**config.mk**
```make
export PLATFORM = sky130hd
export DESIGN_NAME = ctrl_ep_sequencer
export DESIGN_NICKNAME = d
export VERILOG_FILES = /design/src/rtl/cep_pkg.sv /design/src/rtl/cep_mps_sel.sv /design/src/rtl/cep_setup_capture.sv /design/src/rtl/cep_byte_ledger.sv /design/src/rtl/ctrl_ep_sequencer.sv
export SDC_FILE = /design/constraint.sdc
export NUM_CORES = 1
export LEC_CHECK = 0
export ABC_AREA = 1
export BUFFER_PORTS_ARGS = -buffer_cell sky130_fd_sc_hd__buf_2
export CELL_PAD_IN_SITES_DETAIL_PLACEMENT = 2
export CELL_PAD_IN_SITES_GLOBAL_PLACEMENT = 2
export CORE_UTILIZATION = 37
export DETAILED_ROUTE_END_ITERATION = 8
export HOLD_SLACK_MARGIN = 0.1
export PLACE_DENSITY_LB_ADDON = 0.1
export SLEW_MARGIN = 10
export SYNTH_ARGS = -nofsm -noshare
export SYNTH_HDL_FRONTEND = slang
export SYNTH_SLANG_ARGS = --single-unit
```
**constraint.sdc**
```tcl
create_clock -name clk -period 15 [get_ports clk]
set_input_delay 0.75 -clock clk [delete_from_list [all_inputs] [get_ports clk]]
set_output_delay 0.75 -clock clk [all_outputs]
set_load 0.005 [all_outputs]
```
**src/rtl/cep_pkg.sv**
```systemverilog
package cep_pkg;

    localparam int SETUP_BYTES = 8;
    localparam int MIN_PAYLOAD = 8;
    localparam int LEN_LO_IDX  = 6;

    typedef enum logic [3:0] {
        ST_IDLE     = 4'd0,
        ST_SETUP    = 4'd1,
        ST_DIN      = 4'd2,
        ST_DOUT     = 4'd3,
        ST_DOUT_RX  = 4'd4,
        ST_STAT_OUT = 4'd5,
        ST_STAT_RX  = 4'd6,
        ST_STAT_IN  = 4'd7,
        ST_HALT     = 4'd8
    } stage_e;

    typedef enum logic [1:0] {
        TK_SETUP = 2'd0,
        TK_IN    = 2'd1,
        TK_OUT   = 2'd2,
        TK_RSVD  = 2'd3
    } tok_e;

    typedef enum logic [1:0] {
        RS_NONE  = 2'd0,
        RS_ACK   = 2'd1,
        RS_STALL = 2'd2,
        RS_DATA  = 2'd3
    } resp_e;

endpackage

```
**src/rtl/cep_mps_sel.sv**
```systemverilog
module cep_mps_sel
    import cep_pkg::*;
#(
    parameter int PLEN_W = 7
) (
    input  logic              full_speed,
    input  logic [1:0]        mps_code,
    output logic [PLEN_W-1:0] mps
);

    localparam logic [PLEN_W-1:0] BASE = PLEN_W'(MIN_PAYLOAD);

    always_comb begin
        if (full_speed) begin
            mps = BASE << mps_code;
        end else begin
            mps = BASE;
        end
    end

endmodule

```
**src/rtl/cep_setup_capture.sv**
```systemverilog
module cep_setup_capture
    import cep_pkg::*;
#(
    parameter int REC_BYTES = SETUP_BYTES,
    parameter int LEN_W     = 16
) (
    input  logic             clk,
    input  logic             rst_n,
    input  logic             clr,
    input  logic             wr,
    input  logic [7:0]       din,
    input  logic             commit,
    output logic             stg_ok,
    output logic             stg_dir,
    output logic [LEN_W-1:0] stg_len,
    output logic             req_dir,
    output logic [LEN_W-1:0] req_len
);

    localparam int IDX_W    = $clog2(REC_BYTES + 2);
    localparam int LEN_BYTES = LEN_W / 8;
    localparam logic [IDX_W-1:0] IDX_FULL = IDX_W'(REC_BYTES);
    localparam logic [IDX_W-1:0] IDX_OVER = IDX_W'(REC_BYTES + 1);

    logic [IDX_W-1:0] idx;

    always_ff @(posedge clk) begin
        if (!rst_n || clr) begin
            idx <= '0;
        end else if (wr && idx != IDX_OVER) begin
            idx <= idx + 1'b1;
        end
    end

    always_ff @(posedge clk) begin
        if (!rst_n) begin
            stg_dir <= 1'b0;
        end else if (wr && idx == '0) begin
            stg_dir <= din[7];
        end
    end

    for (genvar g = 0; g < LEN_BYTES; g++) begin : g_len_byte
        always_ff @(posedge clk) begin
            if (!rst_n) begin
                stg_len[g*8 +: 8] <= '0;
            end else if (wr && idx == IDX_W'(LEN_LO_IDX + g)) begin
                stg_len[g*8 +: 8] <= din;
            end
        end
    end

    assign stg_ok = (idx == IDX_FULL);

    always_ff @(posedge clk) begin
        if (!rst_n) begin
            req_dir <= 1'b0;
            req_len <= '0;
        end else if (commit) begin
            req_dir <= stg_dir;
            req_len <= stg_len;
        end
    end

endmodule

```
**src/rtl/cep_byte_ledger.sv**
```systemverilog
module cep_byte_ledger #(
    parameter int TOT_W = 16,
    parameter int PKT_W = 8
) (
    input  logic             clk,
    input  logic             rst_n,
    input  logic             clr_all,
    input  logic             pkt_clr,
    input  logic             pkt_inc,
    input  logic             add_en,
    input  logic [TOT_W-1:0] add_val,
    output logic [TOT_W-1:0] total,
    output logic [PKT_W-1:0] pkt
);

    always_ff @(posedge clk) begin
        if (!rst_n || clr_all) begin
            total <= '0;
        end else if (add_en) begin
            total <= total + add_val;
        end
    end

    always_ff @(posedge clk) begin
        if (!rst_n || clr_all || pkt_clr) begin
            pkt <= '0;
        end else if (pkt_inc && pkt != '1) begin
            pkt <= pkt + 1'b1;
        end
    end

endmodule

```
**src/rtl/ctrl_ep_sequencer.sv**
```systemverilog
module ctrl_ep_sequencer
    import cep_pkg::*;
#(
    parameter int LEN_W  = 16,
    parameter int PLEN_W = 7,
    parameter int CNT_W  = 8
) (
    input  logic              clk,
    input  logic              rst_n,
    input  logic              full_speed,
    input  logic [1:0]        mps_code,
    input  logic              tok_valid,
    input  logic [1:0]        tok_pid,
    input  logic              rx_valid,
    input  logic [7:0]        rx_data,
    input  logic              rx_end,
    input  logic              hs_valid,
    input  logic              hs_ack,
    output logic              resp_valid,
    output logic [1:0]        resp_code,
    output logic [PLEN_W-1:0] resp_len,
    output logic              halted,
    output logic [3:0]        stage,
    output logic              req_dir,
    output logic [LEN_W-1:0]  req_len,
    output logic              xfer_done
);

    localparam int SUM_W = LEN_W + 1;

    stage_e st, st_nx;
    resp_e  rsp_nx;
    logic [PLEN_W-1:0] rlen_nx;
    logic              done_nx;

    logic [PLEN_W-1:0] mps;
    logic              cap_clr, cap_wr, cap_commit;
    logic              stg_ok, stg_dir;
    logic [LEN_W-1:0]  stg_len;
    logic              led_clr, pkt_clr, pkt_inc, add_en;
    logic [LEN_W-1:0]  add_val;
    logic [LEN_W-1:0]  total;
    logic [CNT_W-1:0]  pkt_cnt;
    logic              pend, pend_set, pend_clr;
    logic [PLEN_W-1:0] pend_len_q, pend_len_nx;

    logic [LEN_W-1:0]  remaining;
    logic [PLEN_W-1:0] in_len_nx;
    logic [SUM_W-1:0]  sum_pkt, sum_in, req_x;
    logic              tok_setup, tok_in, tok_out;

    cep_mps_sel #(.PLEN_W(PLEN_W)) u_mps (
        .full_speed (full_speed),
        .mps_code   (mps_code),
        .mps        (mps)
    );

    cep_setup_capture #(.REC_BYTES(SETUP_BYTES), .LEN_W(LEN_W)) u_cap (
        .clk     (clk),
        .rst_n   (rst_n),
        .clr     (cap_clr),
        .wr      (cap_wr),
        .din     (rx_data),
        .commit  (cap_commit),
        .stg_ok  (stg_ok),
        .stg_dir (stg_dir),
        .stg_len (stg_len),
        .req_dir (req_dir),
        .req_len (req_len)
    );

    cep_byte_ledger #(.TOT_W(LEN_W), .PKT_W(CNT_W)) u_led (
        .clk     (clk),
        .rst_n   (rst_n),
        .clr_all (led_clr),
        .pkt_clr (pkt_clr),
        .pkt_inc (pkt_inc),
        .add_en  (add_en),
        .add_val (add_val),
        .total   (total),
        .pkt     (pkt_cnt)
    );

    assign tok_setup = tok_valid && (tok_pid == TK_SETUP);
    assign tok_in    = tok_valid && (tok_pid == TK_IN);
    assign tok_out   = tok_valid && (tok_pid == TK_OUT);

    assign remaining = req_len - total;
    assign in_len_nx = (remaining > LEN_W'(mps)) ? mps : remaining[PLEN_W-1:0];
    assign req_x     = {1'b0, req_len};
    assign sum_pkt   = {1'b0, total} + SUM_W'(pkt_cnt);
    assign sum_in    = {1'b0, total} + SUM_W'(pend_len_q);

    // state register
    always_ff @(posedge clk) begin
        if (!rst_n) begin
            st <= ST_IDLE;
        end else begin
            st <= st_nx;
        end
    end

    // transitions and answer selection
    always_comb begin
        st_nx       = st;
        rsp_nx      = RS_NONE;
        rlen_nx     = '0;
        done_nx     = 1'b0;
        cap_clr     = 1'b0;
        cap_wr      = 1'b0;
        cap_commit  = 1'b0;
        led_clr     = 1'b0;
        pkt_clr     = 1'b0;
        pkt_inc     = 1'b0;
        add_en      = 1'b0;
        add_val     = '0;
        pend_set    = 1'b0;
        pend_clr    = 1'b0;
        pend_len_nx = '0;
        if (tok_setup) begin
            st_nx    = ST_SETUP;
            cap_clr  = 1'b1;
            led_clr  = 1'b1;
            pend_clr = 1'b1;
        end else begin
            unique case (st)
                ST_IDLE: begin
                end
                ST_SETUP: begin
                    if (rx_valid) begin
                        cap_wr = 1'b1;
                    end else if (rx_end) begin
                        if (stg_ok) begin
                            rsp_nx     = RS_ACK;
                            cap_commit = 1'b1;
                            if (stg_len == '0) begin
                                st_nx = ST_STAT_IN;
                            end else if (stg_dir) begin
                                st_nx = ST_DIN;
                            end else begin
                                st_nx = ST_DOUT;
                            end
                        end else begin
                            st_nx = ST_IDLE;
                        end
                    end
                end
                ST_DIN: begin
                    if (tok_in) begin
                        rsp_nx      = RS_DATA;
                        rlen_nx     = in_len_nx;
                        pend_set    = 1'b1;
                        pend_len_nx = in_len_nx;
                    end else if (tok_out) begin
                        st_nx   = ST_STAT_RX;
                        pkt_clr = 1'b1;
                    end else if (hs_valid && pend) begin
                        pend_clr = 1'b1;
                        if (hs_ack) begin
                            add_en  = 1'b1;
                            add_val = LEN_W'(pend_len_q);
                            if (sum_in == req_x || pend_len_q < mps) begin
                                st_nx = ST_STAT_OUT;
                            end
                        end
                    end
                end
                ST_DOUT: begin
                    if (tok_out) begin
                        st_nx   = ST_DOUT_RX;
                        pkt_clr = 1'b1;
                    end else if (tok_in) begin
                        rsp_nx = RS_STALL;
                        st_nx  = ST_HALT;
                    end
                end
                ST_DOUT_RX: begin
                    if (rx_valid) begin
                        pkt_inc = 1'b1;
                    end else if (rx_end) begin
                        if (pkt_cnt > CNT_W'(mps) || sum_pkt > req_x) begin
                            rsp_nx = RS_STALL;
                            st_nx  = ST_HALT;
                        end else begin
                            rsp_nx  = RS_ACK;
                            add_en  = 1'b1;
                            add_val = LEN_W'(pkt_cnt);
                            st_nx   = (sum_pkt == req_x) ? ST_STAT_IN : ST_DOUT;
                        end
                    end
                end
                ST_STAT_OUT: begin
                    if (tok_out) begin
                        st_nx   = ST_STAT_RX;
                        pkt_clr = 1'b1;
                    end else if (tok_in) begin
                        rsp_nx = RS_STALL;
                        st_nx  = ST_HALT;
                    end
                end
                ST_STAT_RX: begin
                    if (rx_valid) begin
                        pkt_inc = 1'b1;
                    end else if (rx_end) begin
                        if (pkt_cnt == '0) begin
                            rsp_nx  = RS_ACK;
                            done_nx = 1'b1;
                            st_nx   = ST_IDLE;
                        end else begin
                            rsp_nx = RS_STALL;
                            st_nx  = ST_HALT;
                        end
                    end
                end
                ST_STAT_IN: begin
                    if (tok_in) begin
                        rsp_nx      = RS_DATA;
                        pend_set    = 1'b1;
                        pend_len_nx = '0;
                    end else if (tok_out) begin
                        rsp_nx = RS_STALL;
                        st_nx  = ST_HALT;
                    end else if (hs_valid && pend) begin
                        pend_clr = 1'b1;
                        if (hs_ack) begin
                            done_nx = 1'b1;
                            st_nx   = ST_IDLE;
                        end
                    end
                end
                ST_HALT: begin
                    if (tok_in || tok_out) begin
                        rsp_nx = RS_STALL;
                    end
                end
                default: begin
                    st_nx = ST_IDLE;
                end
            endcase
        end
    end

    // outstanding device payload
    always_ff @(posedge clk) begin
        if (!rst_n || pend_clr) begin
            pend       <= 1'b0;
            pend_len_q <= '0;
        end else if (pend_set) begin
            pend       <= 1'b1;
            pend_len_q <= pend_len_nx;
        end
    end

    // registered outputs
    always_ff @(posedge clk) begin
        if (!rst_n) begin
            resp_valid <= 1'b0;
            resp_code  <= RS_NONE;
            resp_len   <= '0;
            xfer_done  <= 1'b0;
        end else begin
            resp_valid <= (rsp_nx != RS_NONE);
            resp_code  <= rsp_nx;
            resp_len   <= rlen_nx;
            xfer_done  <= done_nx;
        end
    end

    assign halted = (st == ST_HALT);
    assign stage  = st;

endmodule

```
==> flow_summary.yaml, run 1 <==
cts:
  tritoncts: "yes"
  numCtsBuffers: 9
  ctsResizeCount: 0
  clock_latency_ns: 0.35
  numClockSinks: 85
  clk_pin_slew_ns: 0.07
  cts_setup_buffers: 0
  cts_max_level: 3
  ctsHoldBuffers: 0
  clk_path_buf_depth: 2
  cts_root_buffer: "clkbuf_16"
placed_design:
  placed_cell_area_um2: 7520
  io_buffers: 52
  gp_congestion: 0.831
  hpwl_um: 20100
drt:
  ant_nets: 0
  drc_errors: 0
  avgRoutedWirePerCell_um: 18.4
  vias: 7158
  wirelength_um: 24500
  firstDrtPassIters: 5
  drt_iter0_markers: 192
  vias_per_cell: 5.39
yosys:
  synthArstFlopShare_pct: 0
  netlist_area_um2: 7050
  yosys_register_bits: 85
  yosysTopAreaCell: "dfxtp_1"
  synth_edf_count: 0
  synth_area_leaders: "dfxtp_1 24%, ha_1 13%, nand2_1 8.4%, inv_1 8.2%, a21oi_1 7.3%"
  synth_cells: 1042
  yosysWarningCount: 0
  syn_nets: 1138
  synth_flop_cell: "dfxtp_1"
  avgSynthCellArea_um2: 6.77
  ys_seq_area_share_pct: 24.1
  yosys.area.top_type_share_pct: 24.1
  synth_cell_type_count: 58
sta:
  fin_crit_ns: 5.69
  setup_viol: 0
  rsz0062_at_grt: "no"
  worstMarginPinSlew_ns: 0.960
  skew_ns: 0.0118
  report.final.slew_viol_count: 0
  final.setup.tns_ns: 0
  max-slew-margin-rel_pct: 35.7
  hold_viol: 0
  period_share_pct: 37.9
  fmax_ghz: 0.176
critical_path:
  worst_r2r_path_depth: 33
  cpMostUsedCell: "nand2_1"
  cp_max_fo: 7
  rrSetupSlack_ns: 9.31
  required_ns: 15.26
  startpoint_type: "flop"
  crit_type: "reg -> reg"
  slowest_stage: "dfxtp_1"
  r2r_start: "u_led.total[2]"
  cp_slowest_stage_delay_ns: 0.43
  worst_setup_path_end_kind: "flop"
  r2r-end: "u_led.total[14]"
  worstPathArrival_ns: 5.95
die:
  die_w_um: 140
  dieHeight_um: 140
  ioPinCount: 53
  dieArea_um2: 19600
  coreArea_um2: 18700
  start_util_pct: 37.7
  rows: 50
power_and_ir_drop:
  ir_drop_mv: 0.0514
  p_per_area_nw_per_um2: 62.6
  p_leak_nw: 3.80
  total_power_uw: 489
min_path:
  worstHoldStart: "u_cap.stg_len[8]"
  min_to: "u_cap.req_len[8]"
  min_path_type: "reg -> reg"
  min_path_cells: 2
grt:
  antenna_found_initial: 0
  grt_pass1_wl_um: 40000
  use_met1_pct: 33.6
  grt_pass1_vias: 7552
  gr-max-usage-layer: "met2"
  use_met3_pct: 2.84
  grt_max_degree: 37
  grt_util_met2_pct: 46.2
  gr-total-overflow: 0
  grt_usage_pct: 26.1
outcome:
  outcome: "completed"
cells_and_area:
  drive_gt1_share_pct: 11.5
  final_common_cell: "nand2_1"
  final_nets: 1185
  syn_to_final_growth_pct: 10.8
  antennaDiodeCount: 0
  final_cell_area_um2: 7810
  layout_common_cells: "158 x nand2_1, 154 x inv_1, 116 x nor2_1"
flow_run:
  maxCapViolCount: 0
[flip-flops by register name (all words and copies together), names as in the netlist]
signal	flops
u_led.pkt	8
u_cap.stg_dir	1
pend	1
u_cap.idx	4
u_cap.req_len	16
u_cap.stg_len	16
pend_len_q	7
xfer_done	1
resp_code	2
u_cap.req_dir	1
u_led.total	16
resp_valid	1
resp_len	7
stage	4
[worst max-delay path by stage]
stage / from / to / slack [ns] / depth (start not counted)
after floorplan: u_led.total[2] / u_led.total[14] / 10.23 / 34
after CTS: u_led.total[2] / u_led.total[14] / 9.28 / 33
after global routing: u_led.total[2] / u_led.total[12] / 8.72 / 34
after global placement: u_led.total[2] / u_led.total[14] / 9.62 / 34
after detailed placement: u_led.total[2] / u_led.total[14] / 9.31 / 34
final: u_led.total[2] / u_led.total[14] / 9.31 / 33
[cell usage after synthesis, drive strengths merged, types with 2 or more instances]
cell type  count
nor4          12
buf            9
o21a           2
o211ai         3
o221ai         2
o21ai         72
ha            72
dfxtp         85
nand2        169
nor3          19
inv          167
a31oi          3
fa             4
or2            2
nand3b         3
a21o           3
nor3b          2
o21bai         4
clkbuf         8
a211oi         4
clkinv         5
nor2         125
a21oi        106
nand3         68
o31ai          2
a21boi         3
nand4         34
o22ai          3
xnor2         12
xor2          34
[area by class of cell]
cell class / count / area [um^2]
Fill cell: 2318 / 10900
Inverter: 172 / 647
Multi-Input combinational cell: 768 / 4610
Clock buffer: 11 / 253
Clock inverter: 5 / 40.0
Sequential cell: 85 / 1700
Tap cell: 234 / 293
Timing Repair Buffer: 53 / 268
[critical path, delay by kind of cell, from the launching register on]
kind | cells | cell delay (ns)
flip-flops | 1 | 0.43
AND/OR/NAND/NOR | 14 | 1.41
AO/OA/AOI/OAI | 11 | 2.14
adder cells (fa/ha/maj) | 4 | 1.16
buffers and inverters | 3 | 0.28
XOR/XNOR | 1 | 0.19
[cells by family (layout without fill, tap and decap cells)]
group	Yosys count	count (layout)	synth area share [%]
compound gates	210	210	16.6
xor+xnor	46	46	5.82
fa+ha+maj	76	76	13.9
buf+inv	189	241	10.6
flops	85	85	24.1
other cells	1	1	0.0532
simple gates	435	435	28.9
[per-layer routing]
metal | share of wire, % | vias to the layer above
li1 | - | 3556
met1 | 47 | 3494
met2 | 49 | 81
met3 | 2.3 | 27
met4 | 1.7 | 0
met5 | 0 | -
[power breakdown]
part | leakage [nW] | switching, mW | internal (mW) | total [mW]
Sequential | 0.685 | 0.00180 | 0.227 | 0.228
Combinational | 2.98 | 0.0240 | 0.0104 | 0.0344
Clock | 0.135 | 0.103 | 0.123 | 0.226
Total | 3.80 | 0.129 | 0.360 | 0.489
[metrics by stage]
stage	hold slack [ns]	instances	util [%]	setup slack, ns
5_1_grt	0.522	1328	41.8	8.72
4_1_cts	0.488	1328	41.8	9.28
3_3_place_gp	0.464	1312	40.2	9.62
2_1_floorplan	0.444	1042	-	10.23
3_5_place_dp	0.477	1312	40.2	9.31
6_report	0.483	1328	41.8	9.31
(Power assumes the default switching activity.)
==> run 2: changes to the inputs <==
--- a/config.mk
+++ b/config.mk
@@ -9,7 +9,7 @@
 export BUFFER_PORTS_ARGS = -buffer_cell sky130_fd_sc_hd__buf_2
 export CELL_PAD_IN_SITES_DETAIL_PLACEMENT = 2
 export CELL_PAD_IN_SITES_GLOBAL_PLACEMENT = 2
-export CORE_UTILIZATION = 37
+export CORE_UTILIZATION = 35
 export DETAILED_ROUTE_END_ITERATION = 8
 export HOLD_SLACK_MARGIN = 0.1
 export PLACE_DENSITY_LB_ADDON = 0.1
==> constraint.sdc (replaced) <==
create_clock -name clk -period 5.9 [get_ports clk]
set_input_delay 0.295 -clock clk [delete_from_list [all_inputs] [get_ports clk]]
set_output_delay 0.295 -clock clk [all_outputs]
set_load 0.005 [all_outputs]
==> run 2 against run 1 <==
  * Highest routed layer unchanged
  * Sequential power grew to 2.5 times the previous value
  * Setup slack worse by 8.9 ns
  * Sequential share of layout area is 0.26 points lower
  * Hold slack worse by 0.27 ns
  * Die area is 5.6% higher
  * Final area is 1.5% higher
  * Clock power grew to 2.7 times the previous value
  * Global-route usage is 1.2 points lower
  * Critical path type unchanged
  * First-iteration DRC count is 13% lower
  * Clock skew is 0.0011 ns higher
  * Sequential cell count stayed put
  * Combinational power grew to 2.6 times the previous value
==> flow_summary.yaml, run 2 (synthesis gave the netlist of run 1 again) <==
placed_design:
  dpl.cell_count: 1346
  gp_congestion: 0.875
  io_buffers: 52
  placed_cell_area_um2: 7580
  dpl_worst_slack_ns: 0.0844
  hpwl_um: 20400
drt:
  wirelength_um: 24400
  firstDrtPassIters: 4
  drc_errors: 0
  avgRoutedWirePerCell_um: 17.9
  vias: 7120
  drt_iter0_markers: 167
  ant_nets: 0
  vias_per_cell: 5.23
die:
  dieArea_um2: 20700
  start_util_pct: 36.0
  ioPinCount: 53
  coreArea_um2: 19600
  dieHeight_um: 144
  rows: 51
  die_w_um: 144
power_and_ir_drop:
  ir_drop_mv: 0.134
  p_leak_nw: 3.83
  p_per_area_nw_per_um2: 160
  total_power_mw: 1.27
cts:
  clk_pin_slew_ns: 0.07
  cts_root_buffer: "clkbuf_16"
  numClockSinks: 85
  clk_path_buf_depth: 2
  clock_latency_ns: 0.36
  numCtsBuffers: 9
  cts_max_level: 3
  tritoncts: "yes"
cells_and_area:
  biggestRegsByFlops: "u_cap.req_len x16, u_cap.stg_len x16, u_led.total x16"
  utilization_pct: 40.5
  final_cells: 1362
  final_common_cell: "nand2_1"
  layout_common_cells: "158 x nand2_1, 153 x inv_1, 116 x nor2_1"
  drive_gt1_share_pct: 12.7
  antennaDiodeCount: 0
  syn_to_final_growth_pct: 12.4
  final_cell_area_um2: 7930
  final_nets: 1188
critical_path:
  crit_type: "reg -> reg"
  worst_setup_path_end_kind: "flop"
  required_ns: 6.13
  startpoint_type: "flop"
  cp_slowest_stage_delay_ns: 0.43
  cp_max_fo: 7
  rrSetupSlack_ns: 0.46
  cpMostUsedCell: "nand2_1"
  worstPathArrival_ns: 5.67
  slowest_stage: "fa_1"
min_path:
  min_path_type: "in -> reg"
outcome:
  outcome: "completed"
sta:
  skew_ns: 0.0129
  period_share_pct: 92.3
  worst_slack_ns: 0.457
  report.final.slew_viol_count: 0
  rsz0062_at_grt: "no"
  final.setup.tns_ns: 0
  fin_crit_ns: 5.44
  setup_viol: 0
  whs_ns: 0.217
  fmax_ghz: 0.184
  max-slew-margin-rel_pct: 41.6
  worstMarginPinSlew_ns: 0.873
  hold_viol: 0
grt:
  grt_pass1_wl_um: 39300
  grt_pass1_vias: 7411
  antenna_found_initial: 0
  gr-total-overflow: 0
  grt_usage_pct: 24.9
  grt_max_degree: 37
flow_run:
  maxCapViolCount: 0
-- run 2: cell types whose count changed in the layout (fill, tap and decap cells not counted), sizes merged --
cell      before  now
buf           53   56
clkinv         5    7
bufinv         0    1
clkbuf        11   10
clkinvlp       3    2
inv          169  168
-- run 2: worst paths after layout --
check / from / to / depth (start not counted)
setup / recovery: u_led.pkt[5] / u_led.total[12] / 32
hold / removal: rx_data[6] / u_cap.stg_len[14] / 3
setup reg to reg: u_led.pkt[5] / u_led.total[12] / 32
hold reg to reg: u_cap.stg_len[10] / u_cap.req_len[10] / 2
-- run 2: timing repair --
action / in CTS / in global routing
buffers inserted: 0 / 0
gates resized for setup: 0 / 13
endpoints found under the setup margin: 0 / 8
hold buffers: 0 / 0
-- run 2: where the power goes --
group / total, mW / switching [mW] / internal (mW)
combinational: 0.0880 / 0.0606 / 0.0274
clock: 0.602 / 0.259 / 0.343
sequential: 0.581 / 0.00441 / 0.576
-- run 2: area by class of cell --
| class | instances | area, um^2 |
|---|---|---|
| inverter | 172 | 649 |
| clock inverter | 6 | 71.3 |
| tap | 265 | 332 |
| fill | 2442 | 11700 |
| multi-input combinational | 768 | 4640 |
| clock buffer | 10 | 239 |
| sequential | 85 | 1710 |
| timing repair buffer | 56 | 290 |
-- run 2: worst max-delay path: cells and delay by family, from the launching register on --
family | cells | cell delay, ns
simple gates | 15 | 1.77
compound gates | 9 | 1.37
flops | 1 | 0.40
xor+xnor | 1 | 0.16
buf+inv | 3 | 0.25
fa+ha+maj | 4 | 1.35
-- run 2: routing by layer --
metal | wire (um) | global-route usage [%] | vias to the layer above | share of wire, %
li1 | - | - | 3564 | -
met1 | 11800 | 32.6 | 3464 | 48
met2 | 11800 | 43.3 | 67 | 48
met3 | 389 | 2.43 | 25 | 1.6
met4 | 437 | 6.61 | 0 | 1.8
met5 | 0 | 0 | - | 0
